### config.mk
export PLATFORM = sky130hd
export DESIGN_NAME = scan_addr_gen
export DESIGN_NICKNAME = d
export VERILOG_FILES = /design/src/rtl/scan_pkg.sv /design/src/rtl/scan_step.sv /design/src/rtl/scan_line_start.sv /design/src/rtl/scan_addr_gen.sv
export SDC_FILE = /design/constraint.sdc
export NUM_CORES = 1
export LEC_CHECK = 0
export CELL_PAD_IN_SITES_DETAIL_PLACEMENT = 0
export CELL_PAD_IN_SITES_GLOBAL_PLACEMENT = 1
export CORE_AREA = 2 2 171 89
export DETAILED_ROUTE_END_ITERATION = 7
export DIE_AREA = 0 0 173 91
export DONT_BUFFER_PORTS = 1
export PLACE_DENSITY_LB_ADDON = 0.1
export SLEW_MARGIN = 20
export SYNTH_ARGS = -nofsm -noshare
export SYNTH_HDL_FRONTEND = slang
export SYNTH_SLANG_ARGS = --single-unit
### constraint.sdc
create_clock -name clk -period 10.6 [get_ports clk]
set_clock_uncertainty 0.1 [all_clocks]
set_input_delay 2.12 -clock clk [delete_from_list [all_inputs] [get_ports clk]]
set_output_delay 2.12 -clock clk [all_outputs]
set_load 0.005 [all_outputs]
### src/rtl/scan_pkg.sv
package scan_pkg;
    typedef enum logic {
        SCAN_PORTRAIT  = 1'b0,
        SCAN_LANDSCAPE = 1'b1
    } scan_mode_e;
endpackage

### src/rtl/scan_step.sv
// Pixel/line position successor and boundary flags.
module scan_step #(
    parameter int PIX_PER_LINE = 240,
    parameter int TOTAL_LINES  = 329,
    parameter int PIX_W        = 8,
    parameter int LINE_W       = 9
) (
    input  logic [PIX_W-1:0]  pix_i,
    input  logic [LINE_W-1:0] line_i,
    output logic [PIX_W-1:0]  pix_nxt_o,
    output logic [LINE_W-1:0] line_nxt_o,
    output logic              last_pix_o,
    output logic              frame_end_o
);
    localparam logic [PIX_W-1:0]  PIX_LAST  = PIX_W'(PIX_PER_LINE - 1);
    localparam logic [LINE_W-1:0] LINE_LAST = LINE_W'(TOTAL_LINES - 1);

    always_comb begin
        last_pix_o  = (pix_i == PIX_LAST);
        frame_end_o = last_pix_o && (line_i == LINE_LAST);
        pix_nxt_o   = last_pix_o ? '0 : pix_i + PIX_W'(1);
        line_nxt_o  = frame_end_o ? '0 : line_i + LINE_W'(1);
    end
endmodule

### src/rtl/scan_line_start.sv
// Byte offset of a line's first pixel and per-pixel stride for a scan order.
module scan_line_start
    import scan_pkg::*;
#(
    parameter int ADDR_W        = 32,
    parameter int PIX_PER_LINE  = 240,
    parameter int BLANK_LINES   = 9,
    parameter int TOTAL_LINES   = 329,
    parameter int BYTES_PER_PIX = 2,
    parameter int LINE_W        = 9
) (
    input  logic [LINE_W-1:0] line_i,
    input  scan_mode_e        mode_i,
    output logic [ADDR_W-1:0] offset_o,
    output logic [ADDR_W-1:0] stride_o
);
    localparam int VIS_LINES = TOTAL_LINES - BLANK_LINES;
    localparam logic [ADDR_W-1:0] ROW_BYTES  = ADDR_W'(PIX_PER_LINE * BYTES_PER_PIX);
    localparam logic [ADDR_W-1:0] COL_STRIDE = ADDR_W'(VIS_LINES * BYTES_PER_PIX);
    localparam logic [ADDR_W-1:0] PIX_BYTES  = ADDR_W'(BYTES_PER_PIX);
    localparam logic [LINE_W-1:0] LINE_LAST  = LINE_W'(TOTAL_LINES - 1);
    localparam logic [LINE_W-1:0] FIRST_VIS  = LINE_W'(BLANK_LINES);

    logic [LINE_W-1:0] col_idx;

    always_comb begin
        col_idx = LINE_LAST - line_i;
        if (mode_i == SCAN_LANDSCAPE) begin
            stride_o = COL_STRIDE;
            if (line_i < FIRST_VIS) begin
                offset_o = '0;
            end else begin
                offset_o = ADDR_W'(col_idx) * PIX_BYTES;
            end
        end else begin
            stride_o = PIX_BYTES;
            offset_o = ADDR_W'(line_i) * ROW_BYTES;
        end
    end
endmodule

### src/rtl/scan_addr_gen.sv
// Scanout address generator: linear or rotated (column-wise) framebuffer read order.
module scan_addr_gen
    import scan_pkg::*;
#(
    parameter int ADDR_W        = 32,
    parameter int PIX_PER_LINE  = 240,
    parameter int VIS_LINES     = 320,
    parameter int BLANK_LINES   = 9,
    parameter int BYTES_PER_PIX = 2
) (
    input  logic              clk,
    input  logic              rst_n,
    input  logic [ADDR_W-1:0] base_i,
    input  logic              landscape_i,
    input  logic              addr_ready_i,
    output logic              addr_valid_o,
    output logic [ADDR_W-1:0] addr_o,
    output logic              sof_o,
    output logic              eol_o
);
    localparam int TOTAL_LINES = VIS_LINES + BLANK_LINES;
    localparam int PIX_W       = $clog2(PIX_PER_LINE);
    localparam int LINE_W      = $clog2(TOTAL_LINES);

    typedef struct packed {
        logic              run;
        scan_mode_e        mode;
        logic [ADDR_W-1:0] base;
        logic [LINE_W-1:0] line;
        logic [PIX_W-1:0]  pix;
        logic [ADDR_W-1:0] addr;
    } scan_state_t;

    scan_state_t s_d, s_q;

    logic [PIX_W-1:0]  pix_nxt;
    logic [LINE_W-1:0] line_nxt;
    logic              last_pix;
    logic              frame_end;
    logic [ADDR_W-1:0] nxt_offset;
    logic [ADDR_W-1:0] stride;
    scan_mode_e        mode_in;

    scan_step #(
        .PIX_PER_LINE (PIX_PER_LINE),
        .TOTAL_LINES  (TOTAL_LINES),
        .PIX_W        (PIX_W),
        .LINE_W       (LINE_W)
    ) u_step (
        .pix_i       (s_q.pix),
        .line_i      (s_q.line),
        .pix_nxt_o   (pix_nxt),
        .line_nxt_o  (line_nxt),
        .last_pix_o  (last_pix),
        .frame_end_o (frame_end)
    );

    // Start of the line that follows the current one, in the frame's scan order.
    scan_line_start #(
        .ADDR_W        (ADDR_W),
        .PIX_PER_LINE  (PIX_PER_LINE),
        .BLANK_LINES   (BLANK_LINES),
        .TOTAL_LINES   (TOTAL_LINES),
        .BYTES_PER_PIX (BYTES_PER_PIX),
        .LINE_W        (LINE_W)
    ) u_start (
        .line_i   (line_nxt),
        .mode_i   (s_q.mode),
        .offset_o (nxt_offset),
        .stride_o (stride)
    );

    always_comb begin
        mode_in = landscape_i ? SCAN_LANDSCAPE : SCAN_PORTRAIT;
        s_d     = s_q;
        if (!s_q.run) begin
            // First edge out of reset: capture frame settings, present pixel 0.
            s_d.run  = 1'b1;
            s_d.mode = mode_in;
            s_d.base = base_i;
            s_d.line = '0;
            s_d.pix  = '0;
            s_d.addr = base_i;
        end else if (addr_ready_i) begin
            if (frame_end) begin
                // Line 0 starts at offset 0 in both orders.
                s_d.mode = mode_in;
                s_d.base = base_i;
                s_d.line = '0;
                s_d.pix  = '0;
                s_d.addr = base_i;
            end else if (last_pix) begin
                s_d.line = line_nxt;
                s_d.pix  = '0;
                s_d.addr = s_q.base + nxt_offset;
            end else begin
                s_d.pix  = pix_nxt;
                s_d.addr = s_q.addr + stride;
            end
        end
    end

    always_ff @(posedge clk) begin
        if (!rst_n) begin
            s_q <= '{run: 1'b0, mode: SCAN_PORTRAIT, base: '0, line: '0, pix: '0, addr: '0};
        end else begin
            s_q <= s_d;
        end
    end

    always_comb begin
        addr_valid_o = s_q.run;
        addr_o       = s_q.addr;
        sof_o        = s_q.run && (s_q.line == '0) && (s_q.pix == '0);
        eol_o        = s_q.run && last_pix;
    end
endmodule

Yosys cells after proc, flatten, opt, wreduce, memory -nomap -nowiden. Cells that the tools add are included.

Add/subtract/negate cells: 5. $lt $le $gt $ge: 1. Divide/modulo/power cells: 0. Shift-type cells: 0. Equal/unequal tests: 4. Reduce and logical (&&, ||, !) cells: 10. Multiplexer cells: 12. Multipliers: 1. Bitwise operators: 0.

Operators with widths (count): 82-bit 2-to-1 mux (2); 83-bit 2-to-1 mux (1); 32-bit adder (2); 49-bit 2-to-1 mux (1); 40-bit 2-to-1 mux (1); 33-bit 2-to-1 mux (1); 10-bit 2-to-1 mux (2); 18-bit 2-to-1 mux (1); 9-bit 2-to-1 mux (2); 9-bit by 4-bit multiplier with 13-bit output, second input constant (1); 9-bit by 1-bit adder with 9-bit output, second input constant (1); 9-bit == test, second input constant (1); 9-bit zero test (1); 9-bit by 4-bit < comparator with 1-bit output, second input constant (1); 9-bit subtractor, first input constant (1); 8-bit by 1-bit adder with 8-bit output, second input constant (1); 8-bit == test, second input constant (1); 8-bit zero test (1); 2-bit AND reduction (3); 1-bit logical AND (4); 2-bit by 1-bit != test with 1-bit output, second input constant (1); 2-bit != test, second input constant (1); 2-bit nonzero test (1); 1-bit 2-to-1 mux (1).

Memory bits (writable): 0. Bits in latches: 0. Register bits: 83. Word-level logic and storage cells: 39. Memories kept: 0. ROM bits: 0.

Depth between registers and ports, before layout. Gate-level depths: netlist of the first run.

Depth after elaboration: 12. Mapped depth: 28.

By module. From an unflattened synthesis of the first run, not the netlist that was laid out.

Cells, all modules: 1190. Area total of the unflattened synthesis: 9095.0 µm².

By module, submodules not included: scan_addr_gen (cells an instance 935, sequential area each 1661.6 µm², instances 1, area an instance 7099.3 µm²); scan_line_start (cells an instance 197, sequential area each 0.0 µm², instances 1, area an instance 1620.3 µm²); scan_step (cells an instance 58, sequential area each 0.0 µm², instances 1, area an instance 375.4 µm²).

Worst setup path before layout of the first run. Ideal clock, no wire load.

Path type: register -> register. Start point: register s_q[40] (netlist name). End point: register s_q, in the netlist addr_o[26]. Cell stages (with the launch flop): 27. Clock period less this slack: 5773 ps. Data arrival time: 5552 ps. Setup slack: 4827 ps. Setup time: 121 ps. Cell sequence: dfxtp_1 -> inv_1 -> ha_1 -> and3_1 -> buf_6 -> and2_1 -> buf_4 -> nor2_1 -> inv_1 -> fa_1 -> fa_1 -> inv_1 -> ha_1 -> a21oi_1 -> o21ai_0 -> a2111o_1 -> o311ai_0 -> o21ai_0 -> xnor2_1 -> nor2_1 -> ha_1 -> nand2_1 -> o21ai_1 -> nor2_1 -> o31a_1 -> nor3_1 -> o21ai_1.

Word-level cells in the longest chain between the ends: 11. Elaborated cells on any way between the ends: 14. Those cells by class: add/sub (3); mul (1); order compare (1); eq/ne (1); mux (7); reduce/logical (1).

Ends and longest elaborated chain: start, declared (RTL line scan_addr_gen.sv:34) `scan_state_t s_d, s_q;`; start signal, assigned (RTL line scan_addr_gen.sv:105) `s_q <= '{run: 1'b0, mode: SCAN_PORTRAIT, base: '0, line: '0, pix: '0, addr: '0};`; branches (longest 8 deep; another with 32-bit adder); 49-bit 2-to-1 mux (*) (RTL line scan_addr_gen.sv:85) `if (frame_end) begin`; 82-bit 2-to-1 mux (*) (RTL line scan_addr_gen.sv:84) `end else if (addr_ready_i) begin`; 82-bit 2-to-1 mux (*) (RTL line scan_addr_gen.sv:76) `if (!s_q.run) begin`.

Mark *: on every way between the ends. The select of a mux whose other input is x is not followed. A chain may end at the register's enable or synchronous reset.

Worst setup path after layout of the first run.
Start point: register s_q[42] (netlist name). End point: register s_q, in the netlist addr_o[26].

Same word-level chain as after synthesis.

==> flow_summary.yaml, run 1 <==
sta:
  rsz0062_at_grt: "false"
  setup_viol: 0
  fin_crit_sh: 0.6608
  worst_slack_ps: 3596
  slew_violations: 0
  worst-slew-pin-transition_ps: 997.8
  setup_tns_ps: 0
  relSlewSlack: 0.3332
  fmax_mhz: 142.8
  timing.final.crit_period_ps: 7004
  hold_violations: 0
setup_path:
  crit_slowest_cell: "and3_1"
  cp_top_family: "simple AND/OR/NAND/NOR gates"
  rrSetupSlack_ps: 3600
  crit_start: "s_q[42]"
  critPathLaunchType: "flop"
  setup.worst_path.end: "addr_o[26]"
  regToRegEndpoint: "addr_o[26]"
  cp_data_arrival_time_ps: 7140
  crit_chain: "nor4_2 > and3_1 > nand2_2 > nand2_1 > fa_1 > fa_1 > inv_1 > ha_1 > a21oi_1 > o21ai_0 > a2111o_1 > o311ai_0 > o21ai_0 > xnor2_1 > nor2_1 > ha_1 > nand2_1 > o21ai_1 > nor2_1 > o31a_1 > nor3_1 > o21ai_1"
  crit_type: "flop to flop"
  slowest_delay_ps: 590
  cp_max_fo: 15
  r2r_start: "s_q[42]"
  crit_buf_inv: 1
  reg2reg_depth: 22
  cp.depth: 22
  cp-end-kind: "flop"
  cp.required_ps: 10740
global_routing:
  grt.busiest_layer: "met1"
  grt_pass1_vias: 6179
  grt_use_met1: 0.4569
  grt_start_max_net_pins: 72
  grt_usage: 0.2897
  overflow: 0
  antenna_found_initial: 0
  grt_pass1_wl_mm: 35.79
  grtUsageMet2: 0.3753
  grt_use_met3: 0.09338
placed_design:
  gp_congestion: 0.9417
  place_inst: 1059
  dp_hpwl_mm: 17.14
  io_buffers: 0
  place_ws_ps: 3646
drt:
  routed_wl_mm: 22.54
  dr.pass1.iters: 7
  wl_per_cell_um: 20.97
  drtIter0Drc: 866
  vias_per_cell: 6.170
  vias: 6633
  ant_nets: 0
  remaining_drc_errors: 0
clock_tree:
  cts_tree: "built"
  cts_resized: 0
  clk_latency_ps: 350
  cts_root_buf: "clkbuf_16"
  post_cts_buffers: 0
  cts_buffers: 9
  clock_sinks: 83
  clk_path_buf_depth: 2
  cts-hold-fix-buffers: 0
  clkTransAtPathRegs_ps: 70
  cts_htree_levels: 3
finish:
  fin_nets: 976
  fillers: 1382
  drive_gt1_frac: 0.05473
  syn_to_final_growth_pct: 2.268
  fin_util: 0.5247
  finalNonFillerCells: 1075
  diodes: 0
logic_synthesis:
  syn_nets: 1029
  yosysSeqAreaShare: 0.2281
  synthCells: 925
  yosysWarnings: 0
  synth-adder-area-share: 0.1302
  avgSynthCellArea_sq_um: 7.874
  async_reset_ff_frac: 0
  ys_ff_latch: 83
  synth_top_family_by_area: "compound AO/OA/AOI/OAI gates"
  ys.flop_type: "dfxtp_1"
  synth_edf_count: 0
  netlist_area_sq_um: 7283
  synth_cell_types: 77
  synth_compound_area_frac: 0.2436
  synth-simple-area-share: 0.2165
  synth_xor_area_frac: 0.08779
  synth_mux_area_frac: 0.008246
pwr:
  p_leak_nw: 2.982
  ir_worst_vdd_mv: 0.08891
  powerDensity_nw_per_um2: 104.6
floorplanning:
  dieHeight_um: 91
  start_util: 0.5130
  die_x_um: 173
  coreArea_sq_um: 14200
  row_count: 31
  io_pins: 71
  die_area_sq_um: 15740
job:
  max_cap_violations: 0
status:
  status: "completed"
worst_hold_path:
  hp-class: "flop to flop"
worst min path at each step:
stage               to  cells after the start     from
2_1_floorplan  s_q[49]                      2  s_q[49]
3_3_place_gp   s_q[62]                      2  s_q[62]
3_5_place_dp   s_q[55]                      2  s_q[55]
6_report       s_q[57]                      2  s_q[57]
4_1_cts        s_q[57]                      2  s_q[57]
5_1_grt        s_q[52]                      2  s_q[52]
sequential cells by signal, summed over array words and instances (netlist names):
| signal | flops |
|---|---|
| s_q | 50 |
| addr_o | 32 |
| addr_valid_o | 1 |
placed cells by master (no fill, tap or decap), types with 27 or more instances in the layout:
cell	count
inv_1	44
nand2_1	126
nor2_1	71
dfxtp_1	83
a21oi_1	61
xor2_1	32
o21ai_0	31
ha_1	55
xnor2_1	41
a21boi_0	27
nand3_1	27
worst reg2reg max path, stage by stage (launching register included):
cell and delay [ps]:
dfxtp_1 390, nor4_2 410, and3_1 590, nand2_2 400
nand2_1 370, fa_1 510, fa_1 550, inv_1 50
ha_1 270, a21oi_1 190, o21ai_0 150, a2111o_1 390
o311ai_0 140, o21ai_0 220, xnor2_1 190, nor2_1 60
ha_1 410, nand2_1 110, o21ai_1 440, nor2_1 320
o31a_1 360, nor3_1 200, o21ai_1 90
through the flow:
stage	power [W]	instance area (sq um)	hold slack, ps
final	0.0007794	7448	365.1
after CTS	0.0007831	7448	370.3
after global routing	0.0008138	7448	395.1
after global placement	0.0004498	7148	352.0
after detailed placement	0.0004517	7148	361.8
after floorplan	0.0004408	7283	341.2
area by class of cell:
cell class / count / area (sq um) / area share
multi-input cells: 724 / 5010 / 0.6726
flip-flops and latches: 83 / 1662 / 0.2231
well taps: 198 / 247.7 / 0.03326
clock buffers: 10 / 229.0 / 0.03074
inverters: 47 / 176.4 / 0.02369
clock inverters: 6 / 71.32 / 0.009575
repair buffers: 7 / 52.55 / 0.007055
layer usage:
metal  routed length [um]  share of wire
met4                  160         0.0071
met1                11600           0.51
met2                 8229           0.37
met5                    0              0
met3                 2549           0.11
synthesized netlist by cell type, types with 10 or more instances:
library cell	n	area (sq um)
clkbuf_1	22	82.58
nand3_1	27	135.1
o221ai_1	19	166.4
nor3_1	19	95.09
a21o_1	13	97.59
nand4_1	18	112.6
nand2_1	126	473.0
ha_1	55	688.2
xor2_1	32	280.3
dfxtp_1	83	1662
o22ai_1	10	62.56
xnor2_1	41	359.1
a21boi_0	27	202.7
and3_1	13	81.33
inv_1	44	165.2
buf_4	35	262.8
fa_1	13	260.3
nor2_1	71	266.5
a21oi_1	61	305.3
o21ai_0	31	155.2
o21ai_1	10	50.05
kinds of logic (layout without fill, tap and decap cells):
logic type      Yosys count  in the layout
buf+inv                 118             70
mux                       6              6
fa+ha+maj                68             68
compound gates          251            251
flops                    83             83
simple gates            326            326
xor+xnor                 73             73
report_power, final:
part           internal (W)  total [W]  switching [W]
clock network      0.000186   0.000332       0.000146
registers          0.000328   0.000357      0.0000284
logic             0.0000387  0.0000903      0.0000516
No activity file was read; power rests on OpenSTA's default activity.
==> run 2, diff against run 1 <==
--- a/config.mk
+++ b/config.mk
@@ -7,9 +7,9 @@
 export LEC_CHECK = 0
 export CELL_PAD_IN_SITES_DETAIL_PLACEMENT = 0
 export CELL_PAD_IN_SITES_GLOBAL_PLACEMENT = 1
-export CORE_AREA = 2 2 171 89
+export CORE_AREA = 2 2 176 92
 export DETAILED_ROUTE_END_ITERATION = 7
-export DIE_AREA = 0 0 173 91
+export DIE_AREA = 0 0 178 94
 export DONT_BUFFER_PORTS = 1
 export PLACE_DENSITY_LB_ADDON = 0.1
 export SLEW_MARGIN = 20
==> constraint.sdc (replaced) <==
create_clock -name clk -period 7.2 [get_ports clk]
set_clock_uncertainty 0.1 [all_clocks]
set_input_delay 1.44 -clock clk [delete_from_list [all_inputs] [get_ports clk]]
set_output_delay 1.44 -clock clk [all_outputs]
set_load 0.005 [all_outputs]
==> run 2 against run 1 <==
Sequential share of layout area is 0.13 points lower. Sequential power grew 47%. Combinational power rose by 51%. Global-route usage fell by 0.53 points. Worst hold slack improved by 5.3 ps. Highest routed layer unchanged. Largest power group unchanged. Fmax is 4.4% higher. Register-to-register slack lost 3100 ps. Critical path type unchanged.
==> flow_summary.yaml, run 2 (synthesized netlist as in run 1, its figures left out) <==
global_routing:
  antenna_found_initial: 0
  grt_usage: 0.2844
  grt_pass1_vias: 6036
  grt_pass1_wl_mm: 35.99
  overflow: 0
  grt_start_max_net_pins: 72
sta:
  hold_violations: 0
  slew_violations: 0
  timing.final.crit_period_ps: 6710
  setup_tns_ps: 0
  setup_viol: 0
  worst-slew-pin-transition_ps: 1061
  worst_slack_ps: 489.6
  fin_crit_sh: 0.9320
  fmax_mhz: 149.0
  relSlewSlack: 0.2910
  rsz0062_at_grt: "false"
  whs_ps: 370.4
setup_path:
  r2r_start: "s_q[42]"
  crit_slowest_cell: "nor4_4"
  crit_chain: "nor4_2 > and3_2 > and2_1 > or2_1 > inv_1 > fa_1 > inv_1 > fa_1 > inv_1 > ha_1 > or2_2 > a21oi_1 > a21oi_1 > a31oi_1 > xor2_1 > nor2_1 > ha_1 > a21oi_1 > o21ai_1 > nor4_4 > nor3_1 > xnor2_1 > a21oi_1"
  cp_max_fo: 10
  slowest_delay_ps: 610
  critPathLaunchType: "flop"
  cp-end-kind: "flop"
  crit_top_cell: "a21oi_1"
  cp.required_ps: 7300
  crit_type: "flop to flop"
  crit_start: "s_q[42]"
  cp_data_arrival_time_ps: 6810
drt:
  met1_length_mm: 11.79
  wl_per_cell_um: 21.60
  drtIter0Drc: 704
  wl_met3_mm: 2.952
  routed_wl_mm: 23.44
  dr_wl_met2_mm: 8.540
  ant_nets: 0
  vias: 6774
  vias_per_cell: 6.243
  dr.pass1.iters: 5
  topRoutingLayerUsed: "met4"
  remaining_drc_errors: 0
floorplanning:
  row_count: 32
  coreArea_sq_um: 15090
  die_x_um: 178
  dieHeight_um: 94
  die_area_sq_um: 16730
  start_util: 0.4825
  io_pins: 71
status:
  status: "completed"
finish:
  finalNonFillerCells: 1085
  drive_gt1_frac: 0.06243
  fin_nets: 980
  largest_reg_flops: 50
  largest_register: "s_q"
  syn_to_final_growth_pct: 2.852
  final_cell_mix: "nand2_1, dfxtp_1, nor2_1"
  diodes: 0
  final_common_cell: "nand2_1"
  fillers: 1450
placed_design:
  place_ws_ps: 485.7
  io_buffers: 0
  place_inst: 1068
  dp_hpwl_mm: 17.89
  gp_congestion: 0.9667
pwr:
  p_leak_nw: 3.002
  ir_worst_vdd_mv: 0.1025
  powerDensity_nw_per_um2: 151.7
worst_hold_path:
  hp-class: "flop to flop"
  worstHoldStart: "s_q[54]"
clock_tree:
  cts_htree_levels: 3
  cts_buffers: 9
  cts-hold-fix-buffers: 0
  cts_root_buf: "clkbuf_16"
  clk_path_buf_depth: 2
  cts_tree: "built"
  clkTransAtPathRegs_ps: 70
  clock_sinks: 83
  clk_latency_ps: 360
job:
  max_cap_violations: 0
## run 2: final cells by class
class | instances | area (sq um) | area share
clock buffers | 9 | 225.2 | 0.03007
clock inverters | 7 | 68.82 | 0.009187
inverters | 47 | 176.4 | 0.02355
multi-input cells | 724 | 5014 | 0.6693
flip-flops and latches | 83 | 1662 | 0.2218
well taps | 204 | 255.2 | 0.03407
repair buffers | 11 | 90.09 | 0.01203
## run 2: path summary, 6_finish.rpt
kind,end,slack (ps),depth (start not counted)
worst max-delay path,addr_o[24],490,23
worst min-delay path,s_q[54],370,2
worst max register to register,addr_o[24],490,23
worst min register to register,s_q[54],370,2
## run 2: power by group
| group | total [W] | switching, W | internal [W] |
|---|---|---|---|
| Sequential | 0.000526 | 0.0000423 | 0.000483 |
| Clock | 0.000475 | 0.000231 | 0.000244 |
| Combinational | 0.000136 | 0.0000787 | 0.0000571 |
## run 2: stage by stage
step	area (sq um)	util	power, W
floorplan	7283	-	0.0006489
global placement	7178	0.4755	0.0006638
detailed placement	7178	0.4755	0.0006673
CTS	7472	0.4950	0.001139
global route	7491	0.4963	0.001179
finish	7491	0.4963	0.001136
## run 2: critical path: cells and delay by family, from the launching register on
| kind | cells | cell delay [ps] |
|---|---|---|
| compound gates | 6 | 940 |
| xor+xnor | 2 | 390 |
| fa+ha+maj | 4 | 1740 |
| buf+inv | 3 | 400 |
| flops | 1 | 380 |
| simple gates | 8 | 2590 |
## run 2: layer usage
metal | vias up | GRT usage
li1 | 3158 | -
met1 | 3214 | 0.4572
met2 | 385 | 0.3543
met3 | 17 | 0.09426
met4 | 0 | 0.04167
met5 | - | 0
## run 2: timing repair
item	CTS	global route
endpoints found under the setup margin	0	10
buffers inserted	0	0
gates resized for setup	0	2
